[src/rtl/sysctl_pkg.sv]
package sysctl_pkg;
  localparam logic [7:0] A_PM0  = 8'h04;
  localparam logic [7:0] A_CKC  = 8'h06;
  localparam logic [7:0] A_PROT = 8'h0A;
  localparam logic [7:0] A_PM2  = 8'h1E;

  localparam int PROT_PMEN = 1;
  localparam int PM0_SWRST = 3;

  localparam int PM2_WAIT  = 0;
  localparam int PM2_CLKLK = 1;
  localparam int PM2_WDTLK = 2;
  localparam int PM2_NMI   = 4;

  localparam int CK_MSTOP = 0;
  localparam int CK_CSEL  = 1;
  localparam int CK_STOP  = 2;
  localparam int CK_OSCD  = 3;
  localparam int CK_GP    = 4;
  localparam int CK_BITS  = 5;
endpackage

[src/rtl/sysctl_prot.sv]
module sysctl_prot
  import sysctl_pkg::*;
#(
  parameter int DATA_W = 8
) (
  input  logic              clk,
  input  logic              rst_n,
  input  logic              wr_prot,
  input  logic              wr_pm0,
  input  logic [DATA_W-1:0] wdata,
  output logic              pm_en,
  output logic              swrst_pulse,
  output logic              swrst_seen
);
  always_ff @(posedge clk or negedge rst_n) begin
    if (!rst_n) begin
      pm_en       <= 1'b0;
      swrst_pulse <= 1'b0;
      swrst_seen  <= 1'b0;
    end else if (swrst_pulse) begin
      pm_en       <= 1'b0;
      swrst_pulse <= 1'b0;
      swrst_seen  <= 1'b1;
    end else begin
      if (wr_prot) pm_en <= wdata[PROT_PMEN];
      swrst_pulse <= wr_pm0 && pm_en && wdata[PM0_SWRST];
    end
  end

  p_pulse_single_r11: assert property (@(posedge clk) disable iff (!rst_n)
    swrst_pulse |=> !swrst_pulse);
  p_pulse_cause_r11: assert property (@(posedge clk) disable iff (!rst_n)
    $rose(swrst_pulse) |-> $past(wr_pm0 && pm_en));
  p_seen_sticky_r12: assert property (@(posedge clk) disable iff (!rst_n)
    !$fell(swrst_seen));
endmodule

[src/rtl/sysctl_pmode2.sv]
module sysctl_pmode2
  import sysctl_pkg::*;
#(
  parameter int DATA_W = 8
) (
  input  logic              clk,
  input  logic              rst_n,
  input  logic              soft_clr,
  input  logic              wr_pm2,
  input  logic              pm_en,
  input  logic [DATA_W-1:0] wdata,
  output logic              wait_one,
  output logic              clk_lock,
  output logic              wdt_lock,
  output logic              nmi_en,
  output logic [DATA_W-1:0] rdata
);
  always_ff @(posedge clk or negedge rst_n) begin
    if (!rst_n) begin
      wait_one <= 1'b0;
      clk_lock <= 1'b0;
      wdt_lock <= 1'b0;
      nmi_en   <= 1'b0;
    end else if (soft_clr) begin
      wait_one <= 1'b0;
      clk_lock <= 1'b0;
      wdt_lock <= 1'b0;
      nmi_en   <= 1'b0;
    end else if (wr_pm2 && pm_en) begin
      wait_one <= wdata[PM2_WAIT];
      clk_lock <= clk_lock | wdata[PM2_CLKLK];
      wdt_lock <= wdt_lock | wdata[PM2_WDTLK];
      nmi_en   <= nmi_en   | wdata[PM2_NMI];
    end
  end

  always_comb begin
    rdata            = '0;
    rdata[PM2_WAIT]  = wait_one;
    rdata[PM2_CLKLK] = clk_lock;
    rdata[PM2_WDTLK] = wdt_lock;
    rdata[PM2_NMI]   = nmi_en;
  end

  p_guard_r3: assert property (@(posedge clk) disable iff (!rst_n)
    (!pm_en && !soft_clr) |=> $stable(rdata));
  p_clklock_sticky_r5: assert property (@(posedge clk) disable iff (!rst_n)
    $fell(clk_lock) |-> $past(soft_clr));
  p_wdtlock_sticky_r5: assert property (@(posedge clk) disable iff (!rst_n)
    $fell(wdt_lock) |-> $past(soft_clr));
  p_nmi_sticky_r5: assert property (@(posedge clk) disable iff (!rst_n)
    $fell(nmi_en) |-> $past(soft_clr));
endmodule

[src/rtl/sysctl_clkctl.sv]
module sysctl_clkctl
  import sysctl_pkg::*;
#(
  parameter int DATA_W = 8
) (
  input  logic               clk,
  input  logic               rst_n,
  input  logic               soft_clr,
  input  logic               wr_ckc,
  input  logic [DATA_W-1:0]  wdata,
  input  logic               clk_lock,
  input  logic               wdt_lock,
  output logic [CK_BITS-1:0] ckc,
  output logic [DATA_W-1:0]  rdata
);
  logic [CK_BITS-1:0] veto;

  always_comb begin
    veto           = '0;
    veto[CK_MSTOP] = clk_lock;
    veto[CK_CSEL]  = clk_lock;
    veto[CK_STOP]  = clk_lock | wdt_lock;
    veto[CK_OSCD]  = clk_lock;
  end

  for (genvar i = 0; i < CK_BITS; i++) begin : g_bit
    always_ff @(posedge clk or negedge rst_n) begin
      if (!rst_n)                   ckc[i] <= 1'b0;
      else if (soft_clr)            ckc[i] <= 1'b0;
      else if (wr_ckc && !veto[i])  ckc[i] <= wdata[i];
    end
  end

  always_comb begin
    rdata              = '0;
    rdata[CK_BITS-1:0] = ckc;
  end

  p_clk_veto_r8: assert property (@(posedge clk) disable iff (!rst_n)
    (clk_lock && !soft_clr) |=> $stable(ckc[CK_OSCD:CK_MSTOP]));
  p_stop_veto_r9: assert property (@(posedge clk) disable iff (!rst_n)
    (wdt_lock && !soft_clr) |=> $stable(ckc[CK_STOP]));
endmodule

[src/rtl/sysctl_regs.sv]
module sysctl_regs
  import sysctl_pkg::*;
#(
  parameter int ADDR_W = 8,
  parameter int DATA_W = 8
) (
  input  logic              clk,
  input  logic              rst_n,
  input  logic [ADDR_W-1:0] bus_addr,
  input  logic [DATA_W-1:0] bus_wdata,
  input  logic              bus_we,
  output logic [DATA_W-1:0] bus_rdata,
  output logic              sfr_one_wait,
  output logic              wdt_src_ring,
  output logic              wdt_run_in_wait,
  output logic              nmi_pin_en,
  output logic              bclk_keep,
  output logic              main_clk_stop,
  output logic              cpu_clk_sel,
  output logic              stop_mode_req,
  output logic              osc_det_en,
  output logic              swrst_pulse,
  output logic              swrst_seen
);
  logic hit_prot, hit_pm0, hit_pm2, hit_ckc;
  logic pm_en, clk_lock, wdt_lock;
  logic [CK_BITS-1:0] ckc;
  logic [DATA_W-1:0]  prot_rd, pm2_rd, ckc_rd;

  assign hit_prot = bus_addr == ADDR_W'(A_PROT);
  assign hit_pm0  = bus_addr == ADDR_W'(A_PM0);
  assign hit_pm2  = bus_addr == ADDR_W'(A_PM2);
  assign hit_ckc  = bus_addr == ADDR_W'(A_CKC);

  sysctl_prot #(.DATA_W(DATA_W)) u_prot (
    .clk(clk), .rst_n(rst_n),
    .wr_prot(bus_we && hit_prot), .wr_pm0(bus_we && hit_pm0),
    .wdata(bus_wdata), .pm_en(pm_en),
    .swrst_pulse(swrst_pulse), .swrst_seen(swrst_seen)
  );

  sysctl_pmode2 #(.DATA_W(DATA_W)) u_pm2 (
    .clk(clk), .rst_n(rst_n), .soft_clr(swrst_pulse),
    .wr_pm2(bus_we && hit_pm2), .pm_en(pm_en), .wdata(bus_wdata),
    .wait_one(sfr_one_wait), .clk_lock(clk_lock), .wdt_lock(wdt_lock),
    .nmi_en(nmi_pin_en), .rdata(pm2_rd)
  );

  sysctl_clkctl #(.DATA_W(DATA_W)) u_ckc (
    .clk(clk), .rst_n(rst_n), .soft_clr(swrst_pulse),
    .wr_ckc(bus_we && hit_ckc), .wdata(bus_wdata),
    .clk_lock(clk_lock), .wdt_lock(wdt_lock),
    .ckc(ckc), .rdata(ckc_rd)
  );

  assign bclk_keep       = clk_lock;
  assign wdt_src_ring    = wdt_lock;
  assign wdt_run_in_wait = wdt_lock;
  assign main_clk_stop   = ckc[CK_MSTOP];
  assign cpu_clk_sel     = ckc[CK_CSEL];
  assign stop_mode_req   = ckc[CK_STOP];
  assign osc_det_en      = ckc[CK_OSCD];

  always_comb begin
    prot_rd            = '0;
    prot_rd[PROT_PMEN] = pm_en;
  end

  always_comb begin
    if (hit_prot)     bus_rdata = prot_rd;
    else if (hit_pm2) bus_rdata = pm2_rd;
    else if (hit_ckc) bus_rdata = ckc_rd;
    else              bus_rdata = '0;
  end

  p_soft_clear_r12: assert property (@(posedge clk) disable iff (!rst_n)
    swrst_pulse |=> (pm2_rd == '0 && ckc == '0 && swrst_seen));
endmodule

[config.mk]
export PLATFORM = sky130hd
export DESIGN_NAME = sysctl_regs
export DESIGN_NICKNAME = d
export VERILOG_FILES = /design/src/rtl/sysctl_pkg.sv /design/src/rtl/sysctl_prot.sv /design/src/rtl/sysctl_pmode2.sv /design/src/rtl/sysctl_clkctl.sv /design/src/rtl/sysctl_regs.sv
export SDC_FILE = /design/constraint.sdc
export NUM_CORES = 1
export LEC_CHECK = 0
export BUFFER_PORTS_ARGS = -buffer_cell sky130_fd_sc_hd__buf_2
export CORE_MARGIN = 4
export CORE_UTILIZATION = 39
export DETAILED_ROUTE_END_ITERATION = 12
export HOLD_SLACK_MARGIN = 0.15
export PLACE_DENSITY_LB_ADDON = 0.25
export SYNTH_ARGS = -nofsm -noshare
export SYNTH_HDL_FRONTEND = slang
export SYNTH_SLANG_ARGS = --single-unit
[constraint.sdc]
create_clock -name clk -period 1 [get_ports clk]
set_clock_uncertainty 0.1 [all_clocks]
set_input_delay 0.05 -clock clk [delete_from_list [all_inputs] [get_ports clk]]
set_output_delay 0.05 -clock clk [all_outputs]
set_load 0.005 [all_outputs]
# == After elaboration in Yosys (flattened, before gate mapping) ==
# Index checks and enable logic that the tools add are counted.
# totals
out_inout_bits,19
in_bits,19
elab_cells,60
ff_bits,12
# classes
n_mux,24
n_bitwise,4
n_eq_ne,4
n_reduce_logical,16
# op_table
op,count
two-way mux 1 bit,21
"== test 8 x 3 -> 1 bit, second input constant",2
two-way mux 5 bit,3
nonzero test 2 bit,5
logical AND 1 bit,9
"== test 8 x 4 -> 1 bit, second input constant",1
"== test 8 x 5 -> 1 bit, second input constant",1
bitwise OR 1 bit,4
zero test 1 bit,2

# == Depth between registers and ports, before layout ==
# Gate-level depths: netlist of run 1.
# logic_depth
ltp_word,5
depth_mapped,3
depth_no_buf,3

# == By module ==
# A second synthesis of run 1 with hierarchy kept.
# unflattened
cells_unflattened,98
area_unflattened_um2,953.4
# by_module_without_submodules
mod,instances,area_each_um2,seq_area_each_um2,cells_per_inst
sysctl_regs,1,356.6,0.0,42
sysctl_clkctl,1,274.0,125.1,27
sysctl_pmode2,1,217.7,100.1,22
sysctl_prot,1,105.1,75.1,7

# == Least setup slack after synthesis of run 1 ==
# No wires, ideal clock.
# synth_path
path_type,input port to flip-flop
startpoint,in bus_addr[3]
endpoint,reg u_ckc.ckc[2]
path_buffers,0
setup_time_ps,132
arrival_time_ps,969
setup_slack_ps,-201
stages,3
t_required_ps,768
path_cell_list,or4b_4 -> o41ai_2 -> a21oi_1
# synth_via
elab_chain_cells,4
# synth_rtl
item,line,rtl
start: declaration,sysctl_regs.sv:9,"input logic [ADDR_W-1:0] bus_addr,"
== test 8 x 3 -> 1 bit,sysctl_regs.sv:33,assign hit_ckc = bus_addr == ADDR_W'(A_CKC);
logical AND 1 bit,sysctl_regs.sv:51,".wr_ckc(bus_we && hit_ckc), .wdata(bus_wdata),"
logical AND 1 bit,sysctl_clkctl.sv:30,else if (wr_ckc && !veto[i]) ckc[i] <= wdata[i];
nonzero test 2 bit (no line),-,
end signal: indexed assignment,sysctl_clkctl.sv:30,
end: declaration,sysctl_clkctl.sv:13,"output logic [CK_BITS-1:0] ckc,"
# No other way between the ends.
# A chain may end at the register's enable or synchronous reset.

# == Worst setup path after layout of run 1 ==
# layout_path
startpoint,reg u_prot.pm_en
endpoint,out bus_rdata[1]
# layout_via
elab_chain_cells,1
# layout_rtl
item,line,rtl
start: declaration,sysctl_prot.sv:11,"output logic pm_en,"
start signal: assignment,sysctl_prot.sv:25,if (wr_prot) pm_en <= wdata[PROT_PMEN];
two-way mux 5 bit,sysctl_regs.sv:70,if (hit_prot) bus_rdata = prot_rd;
end: declaration,sysctl_regs.sv:12,"output logic [DATA_W-1:0] bus_rdata,"
# No other way between the ends.

==> impl_metrics.csv, run 1 <==
group,metric,value,unit
status,outcome,"finished with violations",
status,violations,"negative hold slack, negative setup slack",
floorplan,dieHeight,51.9,um
critical_path,cp.buffers_inverters,1,
cells_and_area,final_layout_size_suffix_gt1_share,64.0,%
cells_and_area,n_antenna_cell,0,
synth,synth_seq_area_share,40.0,%
worst_hold_path,hp-start,"bus_addr[1]",
synth,synth_top_area_share,40.0,%
pwr,vdd_drop_max,0.000741,V
floorplan,coreArea,1780,sq um
grt,grt_util_all_layers,22.0,%
sta,fmax,743,MHz
synth,async_reset_ff_share,100,%
critical_path,r2r-start,"u_pm2.clk_lock",
placed_design,dpl.cell_count,144,
job,maxCapViolations,0,
synth,ys_seq_elements,12,
floorplan,num_io_pins,38,
synth,synthFlopType,"dfrtp_1",
clock_network,root_buffer,"clkbuf_4",
clock_network,tritoncts,"done",
sta,slew_viol_final,0,
synth,yosys.area.top_type,"dfrtp_1",
route,first_iter_violations,41,
route,wirelength,2850,um
synth,synth_cells,71,
pwr,p_leak,0.742,nW
grt,antenna_found_initial,0,
placed_design,portBuffers,31,
critical_path,worstSetupStartpointType,"flip-flop",
sta,fin_crit_sh,135,%
synth,ys_top_cells_by_count,"dfrtp_1, nand2b_1, mux2i_1, buf_4, nand3_1",
placed_design,gp_congestion,0.748,
sta,whs,-11.2,ps
floorplan,initial_core_util,42.1,%
critical_path,path_class,"flip-flop to output pin",
cells_and_area,layout-area-overhead-vs-synth,98.7,%
critical_path,arrival,1200,ps
grt,grt_start_max_net_pins,14,
worst_hold_path,min_path_type,"input port to flip-flop",
clock_network,clock_latency,270,ps
critical_path,critPathRequiredTime,850,ps
critical_path,crit_slowest_cell,"dfrtp_1",
clock_network,numCtsBuffers,3,
route,first_pass_iters,5,
clock_network,cts_num_sinks,12,
synth,synth_edf_count,0,
sta,period_minus_slack,1350,ps
synth,synth.most_common_cell,"dfrtp_1",
floorplan,fp.dieW,51.9,um
cells_and_area,instances_no_fill,164,
route,ant_nets,0,
clock_network,htreeDepth,1,
synth,synth.distinct_cells,29,
floorplan,fp-row-count,15,
clock_network,path_clk_slew,60,ps
critical_path,crit_family,"flip-flops",
sta,hold_viol_final,1,
pwr,total_power,0.00115,W
grt,grt.overflow.total,0,
sta,setup_violations,22,
pwr,powerDensity,773,nW/um^2
critical_path,worstSetupStartpoint,"u_prot.pm_en",
route,drc,0,
placed_design,dpl.hpwl,1660,um
sta,rsz0062_at_grt,"yes",
critical_path,cp_cell_sequence,"and3_1, a221o_1, buf_2",
floorplan,design.die.area,2690,sq um
synth,syn_area_per_cell,10.6,sq um
sta,finalWorstSetupSlack,-345,ps
grt,grt_pass1_vias,938,
critical_path,critPathCaptureType,"output pin",
synth,synth.area.top_cells,"dfrtp_1, nand2b_1, mux2i_1, nor4b_2, buf_4",
clock_network,clockBufferDepth,2,
route,wl_per_cell,17.4,um
synth,syn_area,751,sq um
synth,yosysWarnings,0,
critical_path,cp_max_fo,2,
clock_network,hold_buffers,7,
route,viasPerCell,5.34,
critical_path,cp_slowest_stage_delay,370,ps
route,vias,876,
cells_and_area,nNetsFinal,160,
grt,grt_first_pass_wirelength,4410,um
power by group:
part / internal [W] / switching [W] / total [W]
Sequential: 0.000508 / 0.0000166 / 0.000524
Clock: 0.000140 / 0.000157 / 0.000297
Combinational: 0.000193 / 0.000139 / 0.000332
Total: 0.000841 / 0.000312 / 0.00115
per-stage QoR:
stage / area, sq um / setup slack [ps] / setup TNS, ps / util (%)
after CTS: 1390 / -338 / -3160 / 78.0
after detailed placement: 1060 / -382 / -4520 / 59.6
final: 1490 / -345 / -2970 / 83.6
after global placement: 1060 / -362 / -4320 / 59.6
after floorplan: 771 / -201 / -962 / -
after global routing: 1490 / -397 / -3990 / 83.6
final timing paths:
check | endpoint | slack [ps] | depth (start not counted)
worst min register to register | u_prot.swrst_seen | 380 | 1
max in group asynchronous | u_pm2.clk_lock | 460 | 2
min in group asynchronous | u_ckc.ckc[3] | 80 | 2
worst min-delay path | u_prot.swrst_pulse | -10 | 3
worst max-delay path | bus_rdata[1] | -350 | 3
worst max register to register | u_ckc.ckc[3] | -270 | 5
worst register-to-register path: stages, from the launching register on:
cell	delay, ps
dfrtp_2	430
buf_6	140
nor2b_4	130
buf_4	120
nand4_1	120
a21oi_1	170
cell type report:
class / count / area (sq um)
tap: 25 / 31.3
timing repair buffer: 68 / 557
fill: 103 / 292
multi-input combinational: 54 / 572
sequential: 12 / 302
inverter: 2 / 7.51
clock buffer: 3 / 22.5
layer usage:
layer / vias up / wire length, um / track usage, %
met1: 426 / 1180 / 24.9
li1: 402 / - / -
met2: 38 / 1430 / 39.3
met5: - / 0 / 0
met4: 0 / 72 / 7.42
met3: 10 / 171 / 6.02
flip-flops by register name, summed over array words and instances (netlist names):
name	count
u_pm2.nmi_en	1
u_pm2.clk_lock	1
u_pm2.wait_one	1
u_prot.swrst_seen	1
u_ckc.ckc	5
u_prot.swrst_pulse	1
u_pm2.wdt_lock	1
u_prot.pm_en	1
what timing repair did:
action | 4_1_cts | 5_1_grt
gates cloned | 0 | 0
endpoints found under the setup margin | 21 | 22
endpoints found under the hold margin | 23 | 15
pin swaps | 12 | 10
buffers inserted | 10 | 6
resized for setup | 33 | 21
cell families (layout without fill, tap and decap cells):
kind of cell           after synthesis  count (layout)  synth area share, %
AO/OA/AOI/OAI                       11              11                 12.2
buffers and inverters                7              73                 5.50
flip-flops                          12              12                 40.0
multiplexers                         5               5                 6.67
other                                1               3                0.500
AND/OR/NAND/NOR                     35              35                 35.2
cell usage in the layout, fill, tap and decap left out, drive strengths merged, types with 3 or more instances in the layout:
| cell type | synthesis | layout |
|---|---|---|
| nor4b | 5 | 5 |
| a22o | 3 | 3 |
| clkbuf | 1 | 3 |
| nand2b | 9 | 9 |
| mux2i | 5 | 5 |
| dfrtp | 12 | 12 |
| nand3 | 4 | 4 |
| conb | 1 | 3 |
| buf | 4 | 61 |
| dlygate4sd3 | 0 | 6 |
(Power assumes the default switching activity.)
==> inputs of run 2 (changes only) <==
CELL_PAD_IN_SITES_DETAIL_PLACEMENT = 1   (was not set)
CELL_PAD_IN_SITES_GLOBAL_PLACEMENT = 1   (was not set)
CORE_UTILIZATION = 29   (was 39)
TNS_END_PERCENT = 20   (was not set)
==> run 2 against run 1 <==
The flow still finishes with violations (negative hold slack, negative setup slack); global-route usage is 5.1 points lower; sequential share of layout area is 2.2 points higher; worst setup slack better by 2.5 ps; clock power is 2% lower; first-iteration DRC count is 93% lower; critical path depth stayed put; die area is 29% higher.
==> impl_metrics.csv, run 2 (synthesis gave the netlist of run 1 again) <==
group,metric,value,unit
floorplan,design.die.area,3470,sq um
placed_design,gp_congestion,0.732,
grt,grt_pass1_vias,905,
clock_network,numCtsBuffers,3,
pwr,vdd_drop_max,0.000747,V
route,ant_nets,0,
clock_network,cts_num_sinks,12,
cells_and_area,largest_reg_flops,5,
clock_network,hold_buffers,7,
floorplan,fp-row-count,18,
critical_path,arrival,1190,ps
pwr,p_leak,0.659,nW
grt,grt_util_all_layers,16.9,%
critical_path,worstSetupStartpointType,"flip-flop",
sta,slew_viol_final,0,
route,viasPerCell,4.99,
floorplan,fp.dieW,58.9,um
critical_path,cp_max_fo,2,
clock_network,htreeDepth,1,
sta,setup_tns,-3490,ps
sta,rsz0062_at_grt,"yes",
sta,whs,-28.6,ps
sta,setup_violations,21,
cells_and_area,fin_area,1340,sq um
route,wl_per_cell,15.9,um
cells_and_area,final_common_cell,"buf_2",
grt,grt_first_pass_wirelength,4420,um
placed_design,dpl.hpwl,1840,um
floorplan,coreArea,2480,sq um
pwr,powerDensity,826,nW/um^2
placed_design,portBuffers,31,
critical_path,critPathRequiredTime,850,ps
clock_network,root_buffer,"clkbuf_4",
cells_and_area,regArea,302,sq um
floorplan,dieHeight,58.9,um
grt,antenna_found_initial,0,
route,drc,0,
route,vias,818,
cells_and_area,layout-area-overhead-vs-synth,78.8,%
clock_network,clockBufferDepth,2,
clock_network,clock_latency,270,ps
critical_path,path_class,"flip-flop to output pin",
placed_design,dpl.cell_count,149,
cells_and_area,final_cell_mix,"buf_2, buf_4, buf_6",
status,violations,"negative hold slack, negative setup slack",
floorplan,num_io_pins,38,
sta,period_minus_slack,1340,ps
cells_and_area,instances_no_fill,164,
cells_and_area,multi_input_area,495,sq um
placed_design,placed_area,1070,sq um
sta,fmax,745,MHz
job,maxCapViolations,0,
route,first_pass_iters,4,
clock_network,path_clk_slew,70,ps
cells_and_area,n_antenna_cell,0,
status,outcome,"finished with violations",
sta,hold_viol_final,1,
clock_network,tritoncts,"done",
critical_path,critPathCaptureType,"output pin",
cells_and_area,nNetsFinal,155,
sta,fin_crit_sh,134,%
route,first_iter_violations,3,
sta,finalWorstSetupSlack,-343,ps
grt,grt.overflow.total,0,
route,wirelength,2610,um
cells_and_area,nFillCells,285,
floorplan,initial_core_util,30.3,%
grt,grt_start_max_net_pins,14,
cells_and_area,largest-register,"u_ckc.ckc",
cells_and_area,final_layout_size_suffix_gt1_share,57.5,%
worst_hold_path,min_path_type,"input port to flip-flop",
cells_and_area,utilization,54.2,%
==> run 2: changes by cell type in the layout (fill, tap and decap cells not counted), moves of 2 or more <==
cell / previous run / this run
buf_4: 19 / 21
buf_6: 21 / 12
o22ai_2: 2 / 0
o22ai_1: 0 / 2
buf_2: 21 / 23
nand3_1: 1 / 3
==> run 2: power by group <==
group | total (W) | switching, W | internal [W]
combinational | 0.000292 | 0.000118 | 0.000174
clock | 0.000291 | 0.000152 | 0.000139
sequential | 0.000526 | 0.0000182 | 0.000508
==> run 2: path summary, 6_finish.rpt <==
check	from	to	slack (ps)	cells past startpoint
worst max-delay path	u_prot.pm_en	bus_rdata[1]	-340	3
worst min-delay path	bus_addr[1]	u_prot.swrst_pulse	-30	3
worst max register to register	u_pm2.clk_lock	u_ckc.ckc[3]	-220	3
worst min register to register	u_prot.swrst_seen	u_prot.swrst_seen	390	1
max in group asynchronous	rst_n	u_pm2.wdt_lock	490	2
min in group asynchronous	rst_n	u_pm2.nmi_en	80	2
==> run 2: critical path, stage by stage (launching register included) <==
cell and delay, ps:
dfrtp_1 380, and3_1 140, a221o_1 270, buf_2 130
==> run 2: layout make-up <==
cell class              instances  share of cell area (%)
well taps                      30                    2.80
repair buffers                 63                    35.6
flip-flops and latches         12                    22.5
multi-input cells              54                    36.9
inverters                       2                   0.559
clock buffers                   3                    1.68
==> run 2: layer usage <==
| metal | vias up | wire length (um) | global-route usage (%) |
|---|---|---|---|
| li1 | 391 | - | - |
| met1 | 401 | 1090 | 20.6 |
| met2 | 22 | 1380 | 30.3 |
| met3 | 4 | 119 | 4.82 |
| met4 | 0 | 27 | 1.94 |
| met5 | - | 0 | 0 |
==> run 2: repair_timing <==
item / CTS / global route
pin swaps: 11 / 7
endpoints found under the hold margin: 23 / 13
setup buffers: 5 / 1
gates resized for setup: 25 / 3
endpoints found under the setup margin: 22 / 23
==> run 2: through the flow <==
step	worst slack, ps	total power (W)
after floorplan	-201	0.000604
after global placement	-382	0.000723
after detailed placement	-397	0.000730
after CTS	-344	0.00111
after global routing	-404	0.00118
final	-343	0.00111
